[src/rtl/jtc_pkg.sv]
package jtc_pkg;
  parameter int unsigned JTC_ENTRIES = 8;
  parameter int unsigned JTC_DW      = 32;

  typedef enum logic {
    FLD_CASE   = 1'b0,
    FLD_TARGET = 1'b1
  } fld_e;
endpackage

[src/rtl/jtc_regfile.sv]
module jtc_regfile
  import jtc_pkg::*;
#(
  parameter int unsigned N    = JTC_ENTRIES,
  parameter int unsigned DW   = JTC_DW,
  localparam int unsigned IW  = $clog2(N)
) (
  input  logic                 clk_i,
  input  logic                 rst_ni,
  input  logic                 we_i,
  input  logic [IW-1:0]        idx_i,
  input  fld_e                 fld_i,
  input  logic [DW-1:0]        wdata_i,
  output logic [N-1:0][DW-1:0] case_o,
  output logic [N-1:0][DW-1:0] tgt_o,
  output logic [N-1:0]         valid_o
);
  for (genvar i = 0; i < N; i++) begin : g_ent
    logic sel_w;
    assign sel_w = we_i && (idx_i == IW'(i));

    always_ff @(posedge clk_i or negedge rst_ni) begin
      if (!rst_ni) begin
        tgt_o[i]   <= '0;
        valid_o[i] <= 1'b0;
      end else if (sel_w && fld_i == FLD_TARGET) begin
        tgt_o[i]   <= wdata_i;
        valid_o[i] <= 1'b1;
      end
    end

    if (i < N - 1) begin : g_case
      always_ff @(posedge clk_i or negedge rst_ni) begin
        if (!rst_ni)                           case_o[i] <= '0;
        else if (sel_w && fld_i == FLD_CASE)   case_o[i] <= wdata_i;
      end
    end else begin : g_dflt
      // fallback slot keeps no case value
      assign case_o[i] = '0;
    end
  end
endmodule

[src/rtl/jtc_match.sv]
module jtc_match
  import jtc_pkg::*;
#(
  parameter int unsigned N    = JTC_ENTRIES,
  parameter int unsigned DW   = JTC_DW,
  localparam int unsigned IW  = $clog2(N),
  localparam int unsigned NC  = N - 1
) (
  input  logic [DW-1:0]        sel_i,
  input  logic [N-1:0][DW-1:0] case_i,
  input  logic [N-1:0]         valid_i,
  output logic                 hit_o,
  output logic [IW-1:0]        idx_o
);
  logic [NC-1:0] eq;

  for (genvar i = 0; i < NC; i++) begin : g_cmp
    assign eq[i] = valid_i[i] && (case_i[i] == sel_i);
  end

  // lowest index wins: scan downward so low entries overwrite
  always_comb begin
    hit_o = 1'b0;
    idx_o = IW'(NC);
    for (int i = NC - 1; i >= 0; i--) begin
      if (eq[i]) begin
        hit_o = 1'b1;
        idx_o = IW'(i);
      end
    end
  end
endmodule

[src/rtl/jtc_select.sv]
module jtc_select
  import jtc_pkg::*;
#(
  parameter int unsigned N    = JTC_ENTRIES,
  parameter int unsigned DW   = JTC_DW,
  localparam int unsigned IW  = $clog2(N)
) (
  input  logic                 hit_i,
  input  logic [IW-1:0]        idx_i,
  input  logic [N-1:0][DW-1:0] tgt_i,
  input  logic [N-1:0]         valid_i,
  output logic [DW-1:0]        addr_o,
  output logic                 err_o
);
  always_comb begin
    addr_o = '0;
    err_o  = 1'b0;
    if (hit_i)                addr_o = tgt_i[idx_i];
    else if (valid_i[N-1])    addr_o = tgt_i[N-1];
    else                      err_o  = 1'b1;
  end
endmodule

[src/rtl/jump_table_cop.sv]
module jump_table_cop
  import jtc_pkg::*;
#(
  parameter int unsigned N    = JTC_ENTRIES,
  parameter int unsigned DW   = JTC_DW,
  localparam int unsigned IW  = $clog2(N)
) (
  input  logic          clk_i,
  input  logic          rst_ni,
  input  logic          wr_en_i,
  input  logic [IW-1:0] wr_idx_i,
  input  logic          wr_fld_i,
  input  logic [DW-1:0] wr_data_i,
  input  logic          start_i,
  input  logic [DW-1:0] sel_i,
  output logic          done_o,
  output logic [DW-1:0] addr_o,
  output logic          hit_o,
  output logic          err_o
);
  logic [N-1:0][DW-1:0] case_q, tgt_q;
  logic [N-1:0]         valid_q;
  logic                 m_hit;
  logic [IW-1:0]        m_idx;
  logic [DW-1:0]        s_addr;
  logic                 s_err;

  jtc_regfile #(.N(N), .DW(DW)) u_regs (
    .clk_i   (clk_i),
    .rst_ni  (rst_ni),
    .we_i    (wr_en_i),
    .idx_i   (wr_idx_i),
    .fld_i   (fld_e'(wr_fld_i)),
    .wdata_i (wr_data_i),
    .case_o  (case_q),
    .tgt_o   (tgt_q),
    .valid_o (valid_q)
  );

  jtc_match #(.N(N), .DW(DW)) u_match (
    .sel_i   (sel_i),
    .case_i  (case_q),
    .valid_i (valid_q),
    .hit_o   (m_hit),
    .idx_o   (m_idx)
  );

  jtc_select #(.N(N), .DW(DW)) u_sel (
    .hit_i   (m_hit),
    .idx_i   (m_idx),
    .tgt_i   (tgt_q),
    .valid_i (valid_q),
    .addr_o  (s_addr),
    .err_o   (s_err)
  );

  // lookup reads pre-edge table state, so a concurrent write is not seen
  always_ff @(posedge clk_i or negedge rst_ni) begin
    if (!rst_ni) begin
      done_o <= 1'b0;
      addr_o <= '0;
      hit_o  <= 1'b0;
      err_o  <= 1'b0;
    end else begin
      done_o <= start_i;
      if (start_i) begin
        addr_o <= s_addr;
        hit_o  <= m_hit;
        err_o  <= s_err;
      end
    end
  end
endmodule

[config.mk]
export PLATFORM = sky130hd
export DESIGN_NAME = jump_table_cop
export DESIGN_NICKNAME = d
export VERILOG_FILES = /design/src/rtl/jtc_pkg.sv /design/src/rtl/jtc_regfile.sv /design/src/rtl/jtc_match.sv /design/src/rtl/jtc_select.sv /design/src/rtl/jump_table_cop.sv
export SDC_FILE = /design/constraint.sdc
export NUM_CORES = 1
export LEC_CHECK = 0
export CORE_MARGIN = 2
export CORE_UTILIZATION = 55
export DETAILED_ROUTE_END_ITERATION = 10
export GPL_TIMING_DRIVEN = 0
export PLACE_DENSITY_LB_ADDON = 0.3
export REMOVE_ABC_BUFFERS = 1
export SLEW_MARGIN = 10
export SYNTH_ARGS = -nofsm -noshare
export SYNTH_HDL_FRONTEND = slang
export SYNTH_SLANG_ARGS = --single-unit
[constraint.sdc]
create_clock -name clk_i -period 6.5 [get_ports clk_i]
set_input_delay 1.95 -clock clk_i [delete_from_list [all_inputs] [get_ports clk_i]]
set_output_delay 1.95 -clock clk_i [all_outputs]
set_load 0.005 [all_outputs]
# Word level (Yosys, flattened, before mapping)
# Cells that the tools add are included.
[op_classes]
n_addsub = 0
mul = 0
div_mod_pow = 0
n_lt_le_gt_ge = 1
n_eq_ne = 14
n_shift = 0
mux = 20
bitwise = 1
n_reduce_logical = 31
[ops]
columns = ["cell", "count"]
rows = [
  ["$eq 32x32->1", 7],
  ["$bmux 32 s3", 1],
  ["$mux 32", 3],
  ["$logic_and 1x1->1", 30],
  ["$eq 3x3->1 const B", 4],
  ["$mux 3", 4],
  ["$mux 1", 10],
  ["$eq 3x2->1 const B", 2],
  ["$lt 3x4->1 const B", 1],
  ["$mux 2", 2],
  ["$eq 3x1->1 const B", 1],
  ["$logic_not 3->1", 1],
  ["$not 1->1", 1],
]
[totals]
reg_bits = 523
latch_bits = 0
ram_bits = 0
mem_bits_ro = 0
inputBits = 72
output_inout_bits = 35
word_cells = 94
mem_count = 0

# Longest topological paths before layout
[logic_depth]
ltp_word = 12
depth_mapped = 12
ltp_nobuf = 8

# Modules after synthesis
# Synthesis repeated with hierarchy kept, for this count alone.
[unflattened]
cells_unflattened = 1777
hier_area_um2 = 25330.5
[modules_own_cells]
columns = ["module", "n_inst", "cells_each", "area_each_um2", "seq_area_each_um2"]
rows = [
  ["jtc_regfile", 1, 1113, 18706.7, 12211.7],
  ["jtc_match", 1, 355, 2793.9, 0.0],
  ["jtc_select", 1, 236, 2387.3, 0.0],
  ["jump_table_cop", 1, 73, 1442.6, 875.8],
]

# Least setup slack after synthesis
# OpenSTA, ideal clock, no wires.
[synth_path]
path_type = "input -> register"
from = "input sel_i[7]"
to = "register addr_o[1]"
setup_time_ns = 0.128
t_arrival_ns = 4.283
required_ns = 6.372
slack_ns = 2.088
stages = 10
path_buffers = 2
path_cell_list = "buf_2 -> xor2_1 -> or4_1 -> nor3b_1 -> nand3_1 -> o21ai_2 -> buf_4 -> mux2_1 -> a221oi_1 -> o21ai_1"
[synth_between]
elab_chain_cells = 12
elab_cells_between_ends = 31
classes_between = "eq/ne: 7; mux: 17; reduce/logical: 7"
[synth_rtl]
columns = ["element", "line_no", "source"]
rows = [
  ["from (decl)", "jump_table_cop.sv:15", "input logic [DW-1:0] sel_i,"],
  ["$eq 32x32->1", "jtc_match.sv:18", "assign eq[i] = valid_i[i] && (case_i[i] == sel_i);"],
  ["$logic_and 1x1->1", "jtc_match.sv:18", ""],
  ["$mux 1", "jtc_match.sv:26", "if (eq[i]) begin"],
  ["$mux 2 (2 in a row)", "jtc_match.sv:26", ""],
  ["$mux 3 (4 in a row)", "jtc_match.sv:26", ""],
  ["$bmux 32 s3", "jtc_select.sv:18", "if (hit_i) addr_o = tgt_i[idx_i];"],
  ["$mux 32 (implied by the code)", "jtc_select.sv:18", ""],
  ["$mux 32 *", "jtc_select.sv:18", ""],
  ["to (signal assigned)", "jump_table_cop.sv:67", "addr_o <= s_addr;"],
  ["to (decl)", "jump_table_cop.sv:17", "output logic [DW-1:0] addr_o,"],
]
# Mark *: on every way between the ends. The rest lies on a longest branch, timed or not. The select of a mux whose other input is x is not followed.
# A chain may end at the register's enable or synchronous reset.

# Worst setup path in the final report
[layout_path]
from = "input sel_i[30]"
to = "register addr_o[30]"
# Same word-level chain as after synthesis.

==> impl_metrics.json <==
{
  "place_area_um2": 27800,
  "final_antenna_net_count": 0,
  "grtUsageTotal": 0.322,
  "slew_headroom": 0.176,
  "design.die.area_um2": 48400,
  "clk_latency_ns": 0.61,
  "routabilityCongestion": 0.897,
  "grt.overflow.total": 0,
  "grt_max_degree": 118,
  "outcome": "finished clean",
  "setup_ws_ns": 0.344,
  "io_buffers": 106,
  "rows": 79,
  "fmax_mhz": 162,
  "top_layer": "met4",
  "cpPeakStageDelay_ns": 0.70,
  "synth_top_area_share": 0.510,
  "yosysMostFrequentCell": "dfrtp_1",
  "path_cells": "clkdlybuf4s50_1 -> xnor2_1 -> nand4_1 -> nor4_4 -> nand3_4 -> buf_16 -> o21ai_4 -> buf_16 -> buf_16 -> mux2_2 -> a221oi_2 -> o21ai_1",
  "power.leakage_nw": 12.5,
  "period_share": 0.947,
  "path_clk_slew_ns": 0.06,
  "critPathCaptureType": "flip-flop",
  "netlist_top_cells_area": "dfrtp_1 51%, mux2_2 20%, xor2_1 6.3%, nor4_1 1.9%, a221oi_2 1.8%",
  "fin_nets": 2231,
  "hold_violations": 0,
  "required_ns": 6.98,
  "yosysSeqAreaShare": 0.510,
  "antenna_found_initial": 3,
  "place_ws_ns": -0.448,
  "cap_violations": 0,
  "dpl.hpwl_um": 52100,
  "crit_type": "primary input to flip-flop",
  "drt-met1-wl_um": 32300,
  "fin_worst_skew_ns": 0.0153,
  "grt_pass1_vias": 18655,
  "die_w_um": 220,
  "drtPass1Iterations": 6,
  "wl_um": 76400,
  "h-tree-depth": 2,
  "clockBufferDepth": 3,
  "core_um2": 46300,
  "critPathMostFrequentCell": "buf_16",
  "drt_iter0_markers": 1522,
  "synth_area_per_cell_um2": 12.1,
  "setup_viol": 0,
  "cts_inserted_buffers": 53,
  "holdCritPathClass": "flip-flop to flip-flop",
  "worst_slew_pin_slew_ns": 1.22,
  "syn_area_um2": 25700,
  "synth_top_area_cell": "dfrtp_1",
  "syn_inst": 2128,
  "floorplan.initialDensity": 0.555,
  "synth.distinct_cells": 58,
  "yosys_warnings": 0,
  "wl_met2_um": 35700,
  "clock-sinks": 523,
  "ys_seq_elements": 523,
  "place_inst": 2711,
  "synth_common_cells": "523 x dfrtp_1, 447 x mux2_2, 184 x xor2_1, 111 x clkbuf_1, 76 x nor4_1",
  "crit_path_max_fanout": 23,
  "slew_viol_final": 0,
  "io_pins": 107,
  "stdcell_count": 2810,
  "holdPathStages": 1,
  "worst_path_max_delay_cell": "clkdlybuf4s50_1",
  "area_growth_pct": 15.1,
  "ir_drop_uv": 296,
  "viasPerCell": 6.41,
  "finalSetupTns_ns": 0,
  "cts_tree": "built",
  "wl_met3_um": 5980,
  "p_per_area_nw_per_um2": 319,
  "clockRootBuffer": "clkbuf_16",
  "cp-start-kind": "primary input",
  "routedWlPerCell_um": 27.2,
  "vias": 18014,
  "synth_edf_count": 0,
  "grt_pass1_wl_um": 115000,
  "drc": 0,
  "period_needed_ns": 6.16,
  "reg2reg_depth": 11,
  "synth_flop_cell": "dfrtp_1",
  "synth-async-reset-ratio": 1.00,
  "arrival_ns": 6.63,
  "final_area_um2": 29500,
  "drive_gt1_frac": 0.301,
  "chipHeight_um": 220,
  "rsz0062_at_grt": "false"
}
==> layout make-up <==
cell class / instances / area, um2
fill: 3476 / 16700
sequential: 523 / 13100
multi-input combinational: 1343 / 11600
timing repair buffer: 166 / 2040
clock buffer: 84 / 1630
tap: 607 / 759
inverter: 72 / 272
clock inverter: 12 / 114
antenna: 3 / 7.51
==> final timing paths <==
kind | start | end | slack, ns
worst max-delay path | sel_i[30] | addr_o[30]$_DFFE_PN0P_ | 0.34
worst min-delay path | u_regs.valid_o[7]$_DFFE_PN0P_ | err_o$_DFFE_PN0P_ | 0.46
worst max register to register | u_regs.case_o[222]$_DFFE_PN0P_ | addr_o[30]$_DFFE_PN0P_ | 2.14
worst min register to register | u_regs.valid_o[7]$_DFFE_PN0P_ | err_o$_DFFE_PN0P_ | 0.46
max in group asynchronous | rst_ni | u_regs.case_o[51]$_DFFE_PN0P_ | 3.59
min in group asynchronous | rst_ni | u_regs.tgt_o[128]$_DFFE_PN0P_ | 1.15
==> cell usage in the layout, fill, tap and decap left out, types with 4 or more instances in the layout <==
cell,count
inv_1,71
or3_1,4
buf_12,8
xor2_1,184
o22ai_1,33
clkbuf_8,14
a22oi_1,32
nand4b_1,7
clkdlybuf4s50_1,105
clkinv_2,10
xnor2_1,39
a21oi_1,33
o31ai_1,33
a221oi_2,30
nor3_1,10
nand4_1,51
nor3_2,4
buf_6,11
buf_4,17
buf_16,17
nand2b_1,8
nor2_4,5
buf_8,7
nand3_1,14
nor2b_1,5
clkbuf_1,15
o21ai_1,31
or2_2,6
nor4_1,75
dfrtp_1,523
o211ai_1,33
o21ai_0,66
a2bb2oi_1,32
mux2_2,447
clkbuf_16,55
nor2_1,8
nand2_1,73
o2bb2ai_1,33
==> power by group <==
part           internal (W)  switching, W  leakage [nW]
sequential          0.00401      0.000464          6.40
combinational      0.000939      0.000919          5.28
clock               0.00178       0.00130         0.864
total               0.00673       0.00268          12.5
==> through the flow <==
stage,hold WS [ns],total power (W),util
floorplan,0.430,0.00559,-
global placement,0.448,0.00624,0.576
detailed placement,0.452,0.00635,0.600
CTS,0.463,0.00943,0.638
global route,0.475,0.00982,0.638
finish,0.462,0.00941,0.638
==> cells by family (layout without fill, tap and decap cells) <==
family          Yosys count  in the layout  synth area share
flops                   523            523             0.510
compound gates          367            367             0.106
mux                     448            448             0.197
buf+inv                 262            334            0.0436
other cells               0              3                 0
xor+xnor                223            223            0.0761
simple gates            305            305            0.0672
==> worst max-delay path, delay by kind of cell <==
| kind | cells | cell delay [ns] |
|---|---|---|
| and+or+nand+nor | 3 | 1.45 |
| buffers and inverters | 4 | 1.41 |
| AOI/OAI and AO/OA | 3 | 0.87 |
| xor gates and xnor gates | 1 | 0.54 |
| muxes | 1 | 0.35 |
==> routing by layer <==
metal	up-vias	track usage
li1	7750	-
met1	9360	0.436
met2	744	0.509
met3	160	0.0696
met4	0	0.124
met5	-	0
==> state kept, by name (all words and copies together) (netlist names) <==
register and flops:
hit_o 1, u_regs.case_o 224, addr_o 32, u_regs.tgt_o 256, err_o 1, done_o 1
u_regs.valid_o 8
==> repair_timing <==
| action | CTS | global route |
|---|---|---|
| endpoints found under the setup margin | 0 | 12 |
| resized for setup | 0 | 1 |
| setup buffers | 0 | 0 |
| hold buffers | 0 | 0 |
Power figures use the tool's default switching activity.
